$ cat src/rtl/dirslice_pkg.sv
package dirslice_pkg;

  typedef enum logic [1:0] {
    RQ_READ  = 2'd0,
    RQ_WRITE = 2'd1,
    RQ_EVICT = 2'd2,
    RQ_NONE  = 2'd3
  } req_kind_e;

  typedef enum logic [1:0] {
    CM_FWD_RD = 2'd0,
    CM_FWD_WR = 2'd1,
    CM_MEM_RD = 2'd2,
    CM_MEM_WB = 2'd3
  } cmd_kind_e;

  function automatic logic is_forward(input logic [1:0] k);
    return (k == CM_FWD_RD) || (k == CM_FWD_WR);
  endfunction

  function automatic logic is_query(input logic [1:0] k);
    return (k == RQ_READ) || (k == RQ_WRITE);
  endfunction

endpackage

$ cat src/rtl/dirslice_cam.sv
module dirslice_cam #(
  parameter int unsigned N_ENTRIES = 4,
  parameter int unsigned LINE_W    = 16,
  localparam int unsigned IDX_W    = (N_ENTRIES > 1) ? $clog2(N_ENTRIES) : 1
) (
  input  logic                          clk,
  input  logic                          rst_n,
  input  logic [N_ENTRIES-1:0]          ent_vld,
  input  logic [N_ENTRIES*LINE_W-1:0]   ent_tags,
  input  logic [LINE_W-1:0]             key,
  output logic                          hit,
  output logic [IDX_W-1:0]              hit_idx
);

  logic [N_ENTRIES-1:0] match;

  for (genvar g = 0; g < N_ENTRIES; g++) begin : g_cmp
    assign match[g] = ent_vld[g] && (ent_tags[g*LINE_W +: LINE_W] == key);
  end

  function automatic logic [IDX_W-1:0] lowest(input logic [N_ENTRIES-1:0] v);
    logic [IDX_W-1:0] r;
    r = '0;
    for (int i = N_ENTRIES - 1; i >= 0; i--) begin
      if (v[i]) r = IDX_W'(i);
    end
    return r;
  endfunction

  assign hit     = |match;
  assign hit_idx = lowest(match);

  // a line lives in at most one entry
  a_r8_single_hit: assert property (@(posedge clk) disable iff (!rst_n)
    $onehot0(match));

endmodule

$ cat src/rtl/dirslice_decide.sv
module dirslice_decide
  import dirslice_pkg::*;
#(
  parameter int unsigned N_TILES  = 8,
  parameter int unsigned MEM_TILE = 7,
  localparam int unsigned TILE_W  = (N_TILES > 1) ? $clog2(N_TILES) : 1
) (
  input  logic [1:0]         kind,
  input  logic [TILE_W-1:0]  src,
  input  logic               hit,
  input  logic [N_TILES-1:0] sharers,
  input  logic               fwd_vld,
  input  logic [TILE_W-1:0]  fwd_id,
  input  logic               modified,
  output logic               emit,
  output logic [1:0]         ckind,
  output logic [TILE_W-1:0]  cdst,
  output logic [N_TILES-1:0] cinv,
  output logic               start_txn,
  output logic               evict_upd,
  output logic [N_TILES-1:0] new_sharers,
  output logic               new_fwd_vld,
  output logic               new_mod,
  output logic               drop_entry
);

  logic [N_TILES-1:0] src_bit;
  logic [N_TILES-1:0] fwd_bit;
  logic               fwd_other;
  logic [N_TILES-1:0] cur_sh;

  assign src_bit   = N_TILES'(1) << src;
  assign fwd_bit   = N_TILES'(1) << fwd_id;
  assign fwd_other = hit && fwd_vld && (fwd_id != src);
  assign cur_sh    = hit ? sharers : '0;

  always_comb begin
    emit        = 1'b0;
    ckind       = CM_MEM_RD;
    cdst        = TILE_W'(MEM_TILE);
    cinv        = '0;
    start_txn   = 1'b0;
    evict_upd   = 1'b0;
    new_sharers = sharers;
    new_fwd_vld = fwd_vld;
    new_mod     = modified;
    drop_entry  = 1'b0;
    case (req_kind_e'(kind))
      RQ_READ: begin
        start_txn = 1'b1;
        emit      = 1'b1;
        if (fwd_other) begin
          ckind = CM_FWD_RD;
          cdst  = fwd_id;
        end
      end
      RQ_WRITE: begin
        start_txn = 1'b1;
        emit      = 1'b1;
        if (fwd_other) begin
          ckind = CM_FWD_WR;
          cdst  = fwd_id;
        end
        cinv = cur_sh & ~src_bit & ~(fwd_other ? fwd_bit : '0);
      end
      RQ_EVICT: begin
        if (hit && sharers[src]) begin
          evict_upd   = 1'b1;
          new_sharers = sharers & ~src_bit;
          if (fwd_vld && fwd_id == src) new_fwd_vld = 1'b0;
          if (modified) begin
            emit    = 1'b1;
            ckind   = CM_MEM_WB;
            new_mod = 1'b0;
          end
          drop_entry = (new_sharers == '0);
        end
      end
      default: ;
    endcase
  end

endmodule

$ cat src/rtl/dirslice_home.sv
module dirslice_home
  import dirslice_pkg::*;
#(
  parameter int unsigned N_TILES   = 8,
  parameter int unsigned N_ENTRIES = 4,
  parameter int unsigned LINE_W    = 16,
  parameter int unsigned HOME_TILE = 2,
  parameter int unsigned MEM_TILE  = 7,
  localparam int unsigned TILE_W   = (N_TILES > 1) ? $clog2(N_TILES) : 1,
  localparam int unsigned IDX_W    = (N_ENTRIES > 1) ? $clog2(N_ENTRIES) : 1
) (
  input  logic               clk,
  input  logic               rst_n,
  input  logic               req_valid,
  output logic               req_ready,
  input  logic [1:0]         req_kind,
  input  logic [TILE_W-1:0]  req_src,
  input  logic [LINE_W-1:0]  req_line,
  output logic               cmd_valid,
  input  logic               cmd_ready,
  output logic [1:0]         cmd_kind,
  output logic [TILE_W-1:0]  cmd_dst,
  output logic [TILE_W-1:0]  cmd_req,
  output logic [LINE_W-1:0]  cmd_line,
  output logic [N_TILES-1:0] cmd_inv,
  output logic               cmd_local,
  input  logic               done_valid,
  input  logic [TILE_W-1:0]  done_src,
  input  logic [LINE_W-1:0]  done_line
);

  // directory storage
  logic [N_ENTRIES-1:0] e_vld, e_fv, e_mod, e_busy, e_pwr;
  logic [LINE_W-1:0]    e_line [N_ENTRIES];
  logic [N_TILES-1:0]   e_sh   [N_ENTRIES];
  logic [TILE_W-1:0]    e_fid  [N_ENTRIES];
  logic [TILE_W-1:0]    e_preq [N_ENTRIES];
  logic [N_ENTRIES*LINE_W-1:0] tags_flat;

  for (genvar g = 0; g < N_ENTRIES; g++) begin : g_flat
    assign tags_flat[g*LINE_W +: LINE_W] = e_line[g];
  end

  // lookups: one for the request port, one for completions
  logic             hit_r, hit_d;
  logic [IDX_W-1:0] idx_r, idx_d;

  dirslice_cam #(.N_ENTRIES(N_ENTRIES), .LINE_W(LINE_W)) u_cam_req (
    .clk(clk), .rst_n(rst_n), .ent_vld(e_vld), .ent_tags(tags_flat),
    .key(req_line), .hit(hit_r), .hit_idx(idx_r));

  dirslice_cam #(.N_ENTRIES(N_ENTRIES), .LINE_W(LINE_W)) u_cam_done (
    .clk(clk), .rst_n(rst_n), .ent_vld(e_vld), .ent_tags(tags_flat),
    .key(done_line), .hit(hit_d), .hit_idx(idx_d));

  function automatic logic [IDX_W-1:0] first_free(input logic [N_ENTRIES-1:0] v);
    logic [IDX_W-1:0] r;
    r = '0;
    for (int i = N_ENTRIES - 1; i >= 0; i--) begin
      if (!v[i]) r = IDX_W'(i);
    end
    return r;
  endfunction

  logic             free_any;
  logic [IDX_W-1:0] free_idx, sel_idx;
  assign free_any = ~&e_vld;
  assign free_idx = first_free(e_vld);
  assign sel_idx  = hit_r ? idx_r : free_idx;

  // policy decision for the presented message
  logic               d_emit, d_start, d_evupd, d_nfv, d_nmod, d_drop;
  logic [1:0]         d_kind;
  logic [TILE_W-1:0]  d_dst;
  logic [N_TILES-1:0] d_inv, d_nsh;

  dirslice_decide #(.N_TILES(N_TILES), .MEM_TILE(MEM_TILE)) u_decide (
    .kind(req_kind), .src(req_src), .hit(hit_r),
    .sharers(e_sh[idx_r]), .fwd_vld(e_fv[idx_r]), .fwd_id(e_fid[idx_r]),
    .modified(e_mod[idx_r]),
    .emit(d_emit), .ckind(d_kind), .cdst(d_dst), .cinv(d_inv),
    .start_txn(d_start), .evict_upd(d_evupd), .new_sharers(d_nsh),
    .new_fwd_vld(d_nfv), .new_mod(d_nmod), .drop_entry(d_drop));

  // named events
  logic line_busy, need_alloc, ev_req_fire, ev_ack, cmd_vq;
  assign line_busy   = hit_r && e_busy[idx_r];
  assign need_alloc  = !hit_r && is_query(req_kind);
  assign req_ready   = !cmd_vq && !line_busy && !(need_alloc && !free_any);
  assign ev_req_fire = req_valid && req_ready;
  assign ev_ack      = done_valid && hit_d && e_busy[idx_d] && (e_preq[idx_d] == done_src);

  always_ff @(posedge clk) begin
    if (!rst_n) begin
      e_vld  <= '0;
      e_busy <= '0;
      cmd_vq <= 1'b0;
    end else begin
      if (ev_ack) begin
        e_busy[idx_d] <= 1'b0;
        e_fv[idx_d]   <= 1'b1;
        e_fid[idx_d]  <= done_src;
        e_mod[idx_d]  <= e_pwr[idx_d];
        e_sh[idx_d]   <= e_pwr[idx_d] ? (N_TILES'(1) << done_src)
                                      : (e_sh[idx_d] | (N_TILES'(1) << done_src));
      end
      if (ev_req_fire && d_start) begin
        e_vld[sel_idx]  <= 1'b1;
        e_line[sel_idx] <= req_line;
        e_busy[sel_idx] <= 1'b1;
        e_preq[sel_idx] <= req_src;
        e_pwr[sel_idx]  <= (req_kind == RQ_WRITE);
        if (!hit_r) begin
          e_sh[sel_idx]  <= '0;
          e_fv[sel_idx]  <= 1'b0;
          e_mod[sel_idx] <= 1'b0;
        end
      end else if (ev_req_fire && d_evupd) begin
        e_sh[idx_r]  <= d_nsh;
        e_fv[idx_r]  <= d_nfv;
        e_mod[idx_r] <= d_nmod;
        if (d_drop) e_vld[idx_r] <= 1'b0;
      end
      if (ev_req_fire && d_emit) begin
        cmd_vq    <= 1'b1;
        cmd_kind  <= d_kind;
        cmd_dst   <= d_dst;
        cmd_req   <= req_src;
        cmd_line  <= req_line;
        cmd_inv   <= d_inv;
        cmd_local <= is_forward(d_kind) && (d_dst == TILE_W'(HOME_TILE));
      end else if (cmd_ready) begin
        cmd_vq <= 1'b0;
      end
    end
  end

  assign cmd_valid = cmd_vq;

  // a forward never goes back to its own requestor
  a_r2_fwd_not_self: assert property (@(posedge clk) disable iff (!rst_n)
    cmd_valid && is_forward(cmd_kind) |-> cmd_dst != cmd_req);

  // memory commands always target the memory tile
  a_r1_mem_dst: assert property (@(posedge clk) disable iff (!rst_n)
    cmd_valid && !is_forward(cmd_kind) |-> cmd_dst == TILE_W'(MEM_TILE));

  // the writer is never told to invalidate itself
  a_r5_inv_excl: assert property (@(posedge clk) disable iff (!rst_n)
    cmd_valid |-> !cmd_inv[cmd_req]);

  // stalled command holds
  a_r10_hold: assert property (@(posedge clk) disable iff (!rst_n)
    cmd_valid && !cmd_ready |=> cmd_valid && $stable(cmd_kind) &&
      $stable(cmd_dst) && $stable(cmd_line) && $stable(cmd_inv));

  for (genvar g = 0; g < N_ENTRIES; g++) begin : g_chk
    // the forwarder is always one of the sharers
    a_r3_fwd_in_sharers: assert property (@(posedge clk) disable iff (!rst_n)
      e_vld[g] && e_fv[g] |-> e_sh[g][e_fid[g]]);
    // a modified line has exactly one holder
    a_r5_mod_sole: assert property (@(posedge clk) disable iff (!rst_n)
      e_vld[g] && e_mod[g] |-> $countones(e_sh[g]) == 1);
  end

endmodule

$ cat config.mk
export PLATFORM = sky130hd
export DESIGN_NAME = dirslice_home
export DESIGN_NICKNAME = d
export VERILOG_FILES = /design/src/rtl/dirslice_pkg.sv /design/src/rtl/dirslice_cam.sv /design/src/rtl/dirslice_decide.sv /design/src/rtl/dirslice_home.sv
export SDC_FILE = /design/constraint.sdc
export NUM_CORES = 1
export LEC_CHECK = 0
export BUFFER_PORTS_ARGS = -buffer_cell sky130_fd_sc_hd__buf_2
export CORE_ASPECT_RATIO = 1.2
export CORE_MARGIN = 2
export CORE_UTILIZATION = 36
export CTS_CLUSTER_DIAMETER = 40
export DETAILED_ROUTE_END_ITERATION = 7
export SLEW_MARGIN = 10
export SYNTH_ARGS = -nofsm -noshare
export SYNTH_HDL_FRONTEND = slang
export SYNTH_HIERARCHICAL = 1
export SYNTH_SLANG_ARGS = --single-unit
$ cat constraint.sdc
create_clock -name clk -period 7.6 [get_ports clk]
set_clock_uncertainty 0.05 [all_clocks]
set_input_delay 1.52 -clock clk [delete_from_list [all_inputs] [get_ports clk]]
set_output_delay 1.52 -clock clk [all_outputs]
set_load 0.05 [all_outputs]
======== Word level (Yosys, flattened, before mapping) ========
Memories as Yosys holds them, arrays and structs flattened.
Cells that the tools add are included.
word-level totals
  bits in registers ....................... 54
  bits in writable memories ............... 120
  output and inout port bits .............. 35
  word-level logic and storage cells ...... 200
  memories ................................ 4
cells by class
  $lt $le $gt $ge ......................... 7
  equal/unequal tests ..................... 15
  shift operators ......................... 3
  mux-type cells .......................... 95
  bitwise operators ....................... 16
  reduce and logical (&&, ||, !) cells .... 48
memories
  name    words  bits a word  rd ports  clocked after memory_dff  write ports  RTL line             RTL
  e_line  4      16           4         0                         1            dirslice_home.sv:34  logic [LINE_W-1:0] e_line [N_ENTRIES];
  e_sh    4      8            2         0                         2            dirslice_home.sv:35  logic [N_TILES-1:0] e_sh [N_ENTRIES];
  e_fid   4      3            1         0                         1            dirslice_home.sv:36  logic [TILE_W-1:0] e_fid [N_ENTRIES];
  e_preq  4      3            1         0                         1            dirslice_home.sv:37  logic [TILE_W-1:0] e_preq [N_ENTRIES];
operators by type and width
  kind                                                                count
  equality test 16 bit                                                8
  2-to-1 mux 4 bit                                                    16
  2-to-1 mux 8 bit                                                    6
  2-to-1 mux 1 bit                                                    39
  2-to-1 mux 2 bit                                                    17
  logical AND 1 bit                                                   28
  bitwise AND 8 bit                                                   3
  left shift 1 x 3 -> 8 bit (first input constant)                    3
  bitwise AND 4 bit                                                   4
  bitwise mux 4 bit                                                   4
  inverter 8 bit                                                      2
  inverter 4 bit                                                      3
  bitwise OR 4 bit                                                    3
  binary-select mux 1 bit (select 2 bit)                              5
  < comparator 2 x 3 -> 1 bit (second input constant)                 3
  logical NOT 8 bit                                                   1
  bitwise OR 8 bit                                                    1
  OR reduction 4 bit                                                  2
  OR reduction 8 bit                                                  1
  demux 1 bit (select 2 bit)                                          3
  equality test 3 bit                                                 2
  greater-or-equal comparator 2 x 1 -> 1 bit (second input constant)  3
  2-to-1 mux 3 bit                                                    2
  one-hot mux 2 bit (3 select lines)                                  1
  other kinds (14)                                                    24

======== Logic depth before layout (Yosys ltp) ========
An unclocked memory read counts as a cell.
  depth in word-level cells ............... 21
  depth in mapped cells ................... 20

======== Cells and area by module ========
Netlist, hierarchy kept.
modules (own cells, without submodules)
  module           instances  cells an instance  area each (um2)  seq. area each (um2)
  dirslice_home    1          414                7,061.8          5,134.9
  dirslice_cam     2          95                 793.3            0.0
  dirslice_decide  1          70                 554.3            0.0

======== Worst setup path after synthesis ========
Ideal clock, no wire load.
  path kind ............................... input -> register
  start ................................... input port req_line[15]
  end ..................................... memory e_line[1][0], enable pin
  arrival ................................. 6,118 ps
  required time ........................... 7,089 ps
  slack ................................... 971 ps
  stages .................................. 12
  buffers on the path ..................... 3
  cells stage by stage .................... buf_6 > xnor2_2 > nand4_1 > nor4_2 > o211ai_1 > a32oi_1 > buf_6 > mux4_2 > and2_4 > or3_1 > buf_2 > nor4b_1
on the way
  cells in the longest elaborated chain, start to end .. 17
  elaborated cells on any way between the ends .. 29
ends and longest elaborated chain
  what                                    RTL line              RTL
  start: declaration                      dirslice_home.sv:18   input logic [LINE_W-1:0] req_line,
  equality test 16 bit                    dirslice_cam.sv:18    assign match[g] = ent_vld[g] && (ent_tags[g*LINE_W +: LINE_W] == key);
  logical AND 1 bit                       dirslice_cam.sv:18
  2-to-1 mux 2 bit (3 in a row)           dirslice_cam.sv:25    if (v[i]) r = IDX_W'(i);
  2-to-1 mux 2 bit *                      dirslice_cam.sv:25
  named net idx_r[0]                      dirslice_home.sv:46   logic [IDX_W-1:0] idx_r, idx_d;
  binary-select mux 1 bit (select 2 bit)  dirslice_home.sv:87   assign line_busy = hit_r && e_busy[idx_r];
  2-to-1 mux 1 bit (implied by the code)  dirslice_home.sv:87
  logical AND 1 bit                       dirslice_home.sv:87
  logical NOT 1 bit                       dirslice_home.sv:89   assign req_ready = !cmd_vq && !line_busy && !(need_alloc && !free_any);
  logical AND 1 bit (2 in a row)          dirslice_home.sv:89
  logical AND 1 bit                       dirslice_home.sv:90   assign ev_req_fire = req_valid && req_ready;
  logical AND 1 bit                       dirslice_home.sv:107  if (ev_req_fire && d_start) begin
  2-to-1 mux 1 bit                        dirslice_home.sv:107
  2-to-1 mux 1 bit                        dirslice_home.sv:94   if (!rst_n) begin
  2-to-1 mux 1 bit (implied by the code)  dirslice_home.sv:109  e_line[sel_idx] <= req_line;
  end: declaration                        dirslice_home.sv:34
The timed path passes the listed nets; every way through them passes the cells marked *. The select of a mux whose other input is x is not followed.

======== Final worst setup path ========
  start ................................... input port req_line[6]
  end ..................................... output port req_ready
on the way
  cells in the longest elaborated chain, start to end .. 12
  elaborated cells on any way between the ends .. 23
ends and longest elaborated chain
  what                                      RTL line             RTL
  equality test 16 bit                      dirslice_cam.sv:18
  logical AND 1 bit                         dirslice_cam.sv:18
  2-to-1 mux 2 bit (3 in a row)             dirslice_cam.sv:25
  2-to-1 mux 2 bit *                        dirslice_cam.sv:25
  named net idx_r[1]                        dirslice_home.sv:46
  binary-select mux 1 bit (select 2 bit) *  dirslice_home.sv:87
  2-to-1 mux 1 bit (implied by the code) *  dirslice_home.sv:87
  logical AND 1 bit *                       dirslice_home.sv:87
  logical NOT 1 bit *                       dirslice_home.sv:89
  logical AND 1 bit * (2 in a row)          dirslice_home.sv:89
  end: declaration                          dirslice_home.sv:15  output logic req_ready,
Marked as above.

==> out/results.ini <==
[outcome]
status=finished clean

[floorplan]
dieArea_um2=26860
die_h_um=179.1
rows=64
pin_count=80
die_x_um=150.0
fp.coreArea_um2=25300
start_util=0.3637

[min_path]
hp-class=reg2reg

[routing]
wire_per_inst_um=22.26
wl_um=24500
ant_nets=0
first_iter_violations=417
drc=0
via_per_inst=5.471
first_pass_iters=5
via_count=6024

[synthesis]
yosys_warnings=6
synth_edf_count=165
avgSynthCellArea_um2=13.65
ys_seq_area_frac=0.5580
yosysUniqueCellTypes=72
synthCells=674
ys_seq_elements=174
synth_area_um2=9203
async_flop_share=0
synth_ff_type=edfxtp_1
synth_nets=719

[critical_path]
cp-end-kind=output pin
start_kind=input port
r2r-end=e_sh[2][7]$_DFFE_PP_
cp_data_arrival_time_ps=4790
worstPathMaxFanout=19
worstReg2RegStart=e_line[2][6]$_DFFE_PP_
crit_start=req_line[6]
reg2reg_depth=15
rrSetupSlack_ps=2220
cp.required_ps=6030
worst-setup-path-type=in2out
endpoint=req_ready

[placed_design]
pre_cts_ws_ps=919.2
routabilityCongestion=0.9007
dpl.hpwl_um=18130
port_buffers=79

[clock_network]
cts_max_level=4
clock_latency_ps=450
max-clock-path-buffers=2
cts_resized=0
post_cts.repair.setup_buffers=0
clk_pin_slew_ps=70
postCtsHoldBufs=0
cts_buffers=17
cts_tree=done
cts_sinks=174
clock-root-buffer=clkbuf_16

[power]
power.total_mw=2.135
powerDensity_nw_per_um2=201.9
peakVddDrop_uv=126.7
power.leakage_nw=3.319

[timing]
slew_headroom=0.3265
finalSetupViolCount=0
max_clock_freq_ghz=0.1573
drv_slew=0
fin_crit_ps=6358
max_slew.worst_pin.slew_ps=1001
holdWs_ps=426.5
finalHoldViolCount=0
tns_ps=0
fin_crit_sh=0.8366
setup_ws_ps=1242
grt_setup_unrepaired=false

[cells_and_area]
drive_above_1_share=0.2425
fillers=2361
final_common_cell=edfxtp_1
nets=803
area_growth_pct=14.89
most-common-layout-cells=165 x edfxtp_1, 100 x xnor2_1, 79 x buf_2
diodes=0

[global_routing]
antenna_found_initial=1
grt_max_degree=35
grt_pass1_vias=6099
overflow=0
grtUsageTotal=0.1880
grt_pass1_wl_um=36310

[job]
drv_cap=0

cells in the mapped netlist, drive strengths merged (7+ instances only):
library cell | n | share of area
nor4 | 16 | 0.017
nor2b | 14 | 0.0095
nand2b | 7 | 0.0048
mux4 | 24 | 0.059
o2bb2ai | 10 | 0.0095
clkbuf | 12 | 0.0049
mux2i | 22 | 0.024
nand4 | 24 | 0.016
and2 | 8 | 0.0057
or2 | 9 | 0.0061
nand3 | 15 | 0.0087
o21ai | 14 | 0.0076
xnor2 | 106 | 0.11
edfxtp | 165 | 0.54
nor2 | 24 | 0.0098
nand2 | 42 | 0.018
buf | 13 | 0.011
inv | 8 | 0.0033
xor2 | 31 | 0.030
dfxtp | 9 | 0.020
a21oi | 7 | 0.0038
nor3 | 10 | 0.0071
cells by family (layout without fill, tap and decap cells):
logic type | Yosys count | count (layout) | synth area share
xor+xnor | 137 | 137 | 0.1353
simple gates | 185 | 185 | 0.1180
buf+inv | 33 | 130 | 0.01917
compound gates | 97 | 97 | 0.08443
flops | 174 | 174 | 0.5580
mux | 48 | 48 | 0.08511
layer usage:
layer	routed length, µm	part of all wire	track usage
met2	13230	0.54	0.3472
met5	12	0.00049	0
met4	907	0.037	0.08884
met1	9121	0.37	0.2051
met3	1231	0.050	0.03740
power breakdown:
| group | total [mW] | internal (mW) | switching (mW) |
|---|---|---|---|
| Combinational | 0.173 | 0.0606 | 0.113 |
| Sequential | 1.07 | 1.06 | 0.00928 |
| Clock | 0.887 | 0.469 | 0.419 |
registers in the layout (all words and copies together) (netlist names):
register   flops
e_line        64
e_sh          32
cmd_line      16
e_fid         12
e_preq        12
cmd_inv        8
e_busy         4
e_fv           4
e_mod          4
e_pwr          4
e_vld          4
cmd_dst        3
cmd_req        3
cmd_kind       2
cmd_local      1
cmd_valid      1
per-stage QoR:
step / cells / utilization / area (µm²)
after CTS: 1101 / 0.4178 / 10570
after global placement: 1069 / 0.3941 / 9972
after detailed placement: 1069 / 0.3941 / 9972
after floorplan: 674 / - / 9203
after global routing: 1101 / 0.4178 / 10570
final: 1101 / 0.4178 / 10570
area by class of cell:
| type | instances | area (µm²) | area share |
|---|---|---|---|
| inverter | 8 | 30.03 | 0.002840 |
| clock buffer | 17 | 425.4 | 0.04024 |
| clock inverter | 15 | 175.2 | 0.01657 |
| timing repair buffer | 90 | 478.0 | 0.04521 |
| tap | 330 | 412.9 | 0.03905 |
| sequential | 174 | 5135 | 0.4857 |
| multi-input combinational | 467 | 3916 | 0.3704 |
worst max-delay path: stages:
cell	delay, ps
buf_2	180
xor2_1	210
nor4_1	470
nand4_1	260
o2bb2ai_1	240
nor2b_2	530
buf_4	360
mux4_2	340
and2_4	210
nor3_1	170
buf_2	290
how the worst min path moves through the flow:
stage                                     from                    to  slack, ps  cells past startpoint
after global placement    e_busy[3]$_SDFF_PN0_  e_busy[3]$_SDFF_PN0_        410                      2
after detailed placement  e_busy[3]$_SDFF_PN0_  e_busy[3]$_SDFF_PN0_        420                      2
after global routing      e_busy[3]$_SDFF_PN0_  e_busy[3]$_SDFF_PN0_        450                      2
final                     e_busy[2]$_SDFF_PN0_  e_busy[2]$_SDFF_PN0_        430                      2
after CTS                 e_busy[3]$_SDFF_PN0_  e_busy[3]$_SDFF_PN0_        430                      2
after floorplan           e_busy[2]$_SDFF_PN0_  e_busy[2]$_SDFF_PN0_        390                      2
(Power assumes the default switching activity.)
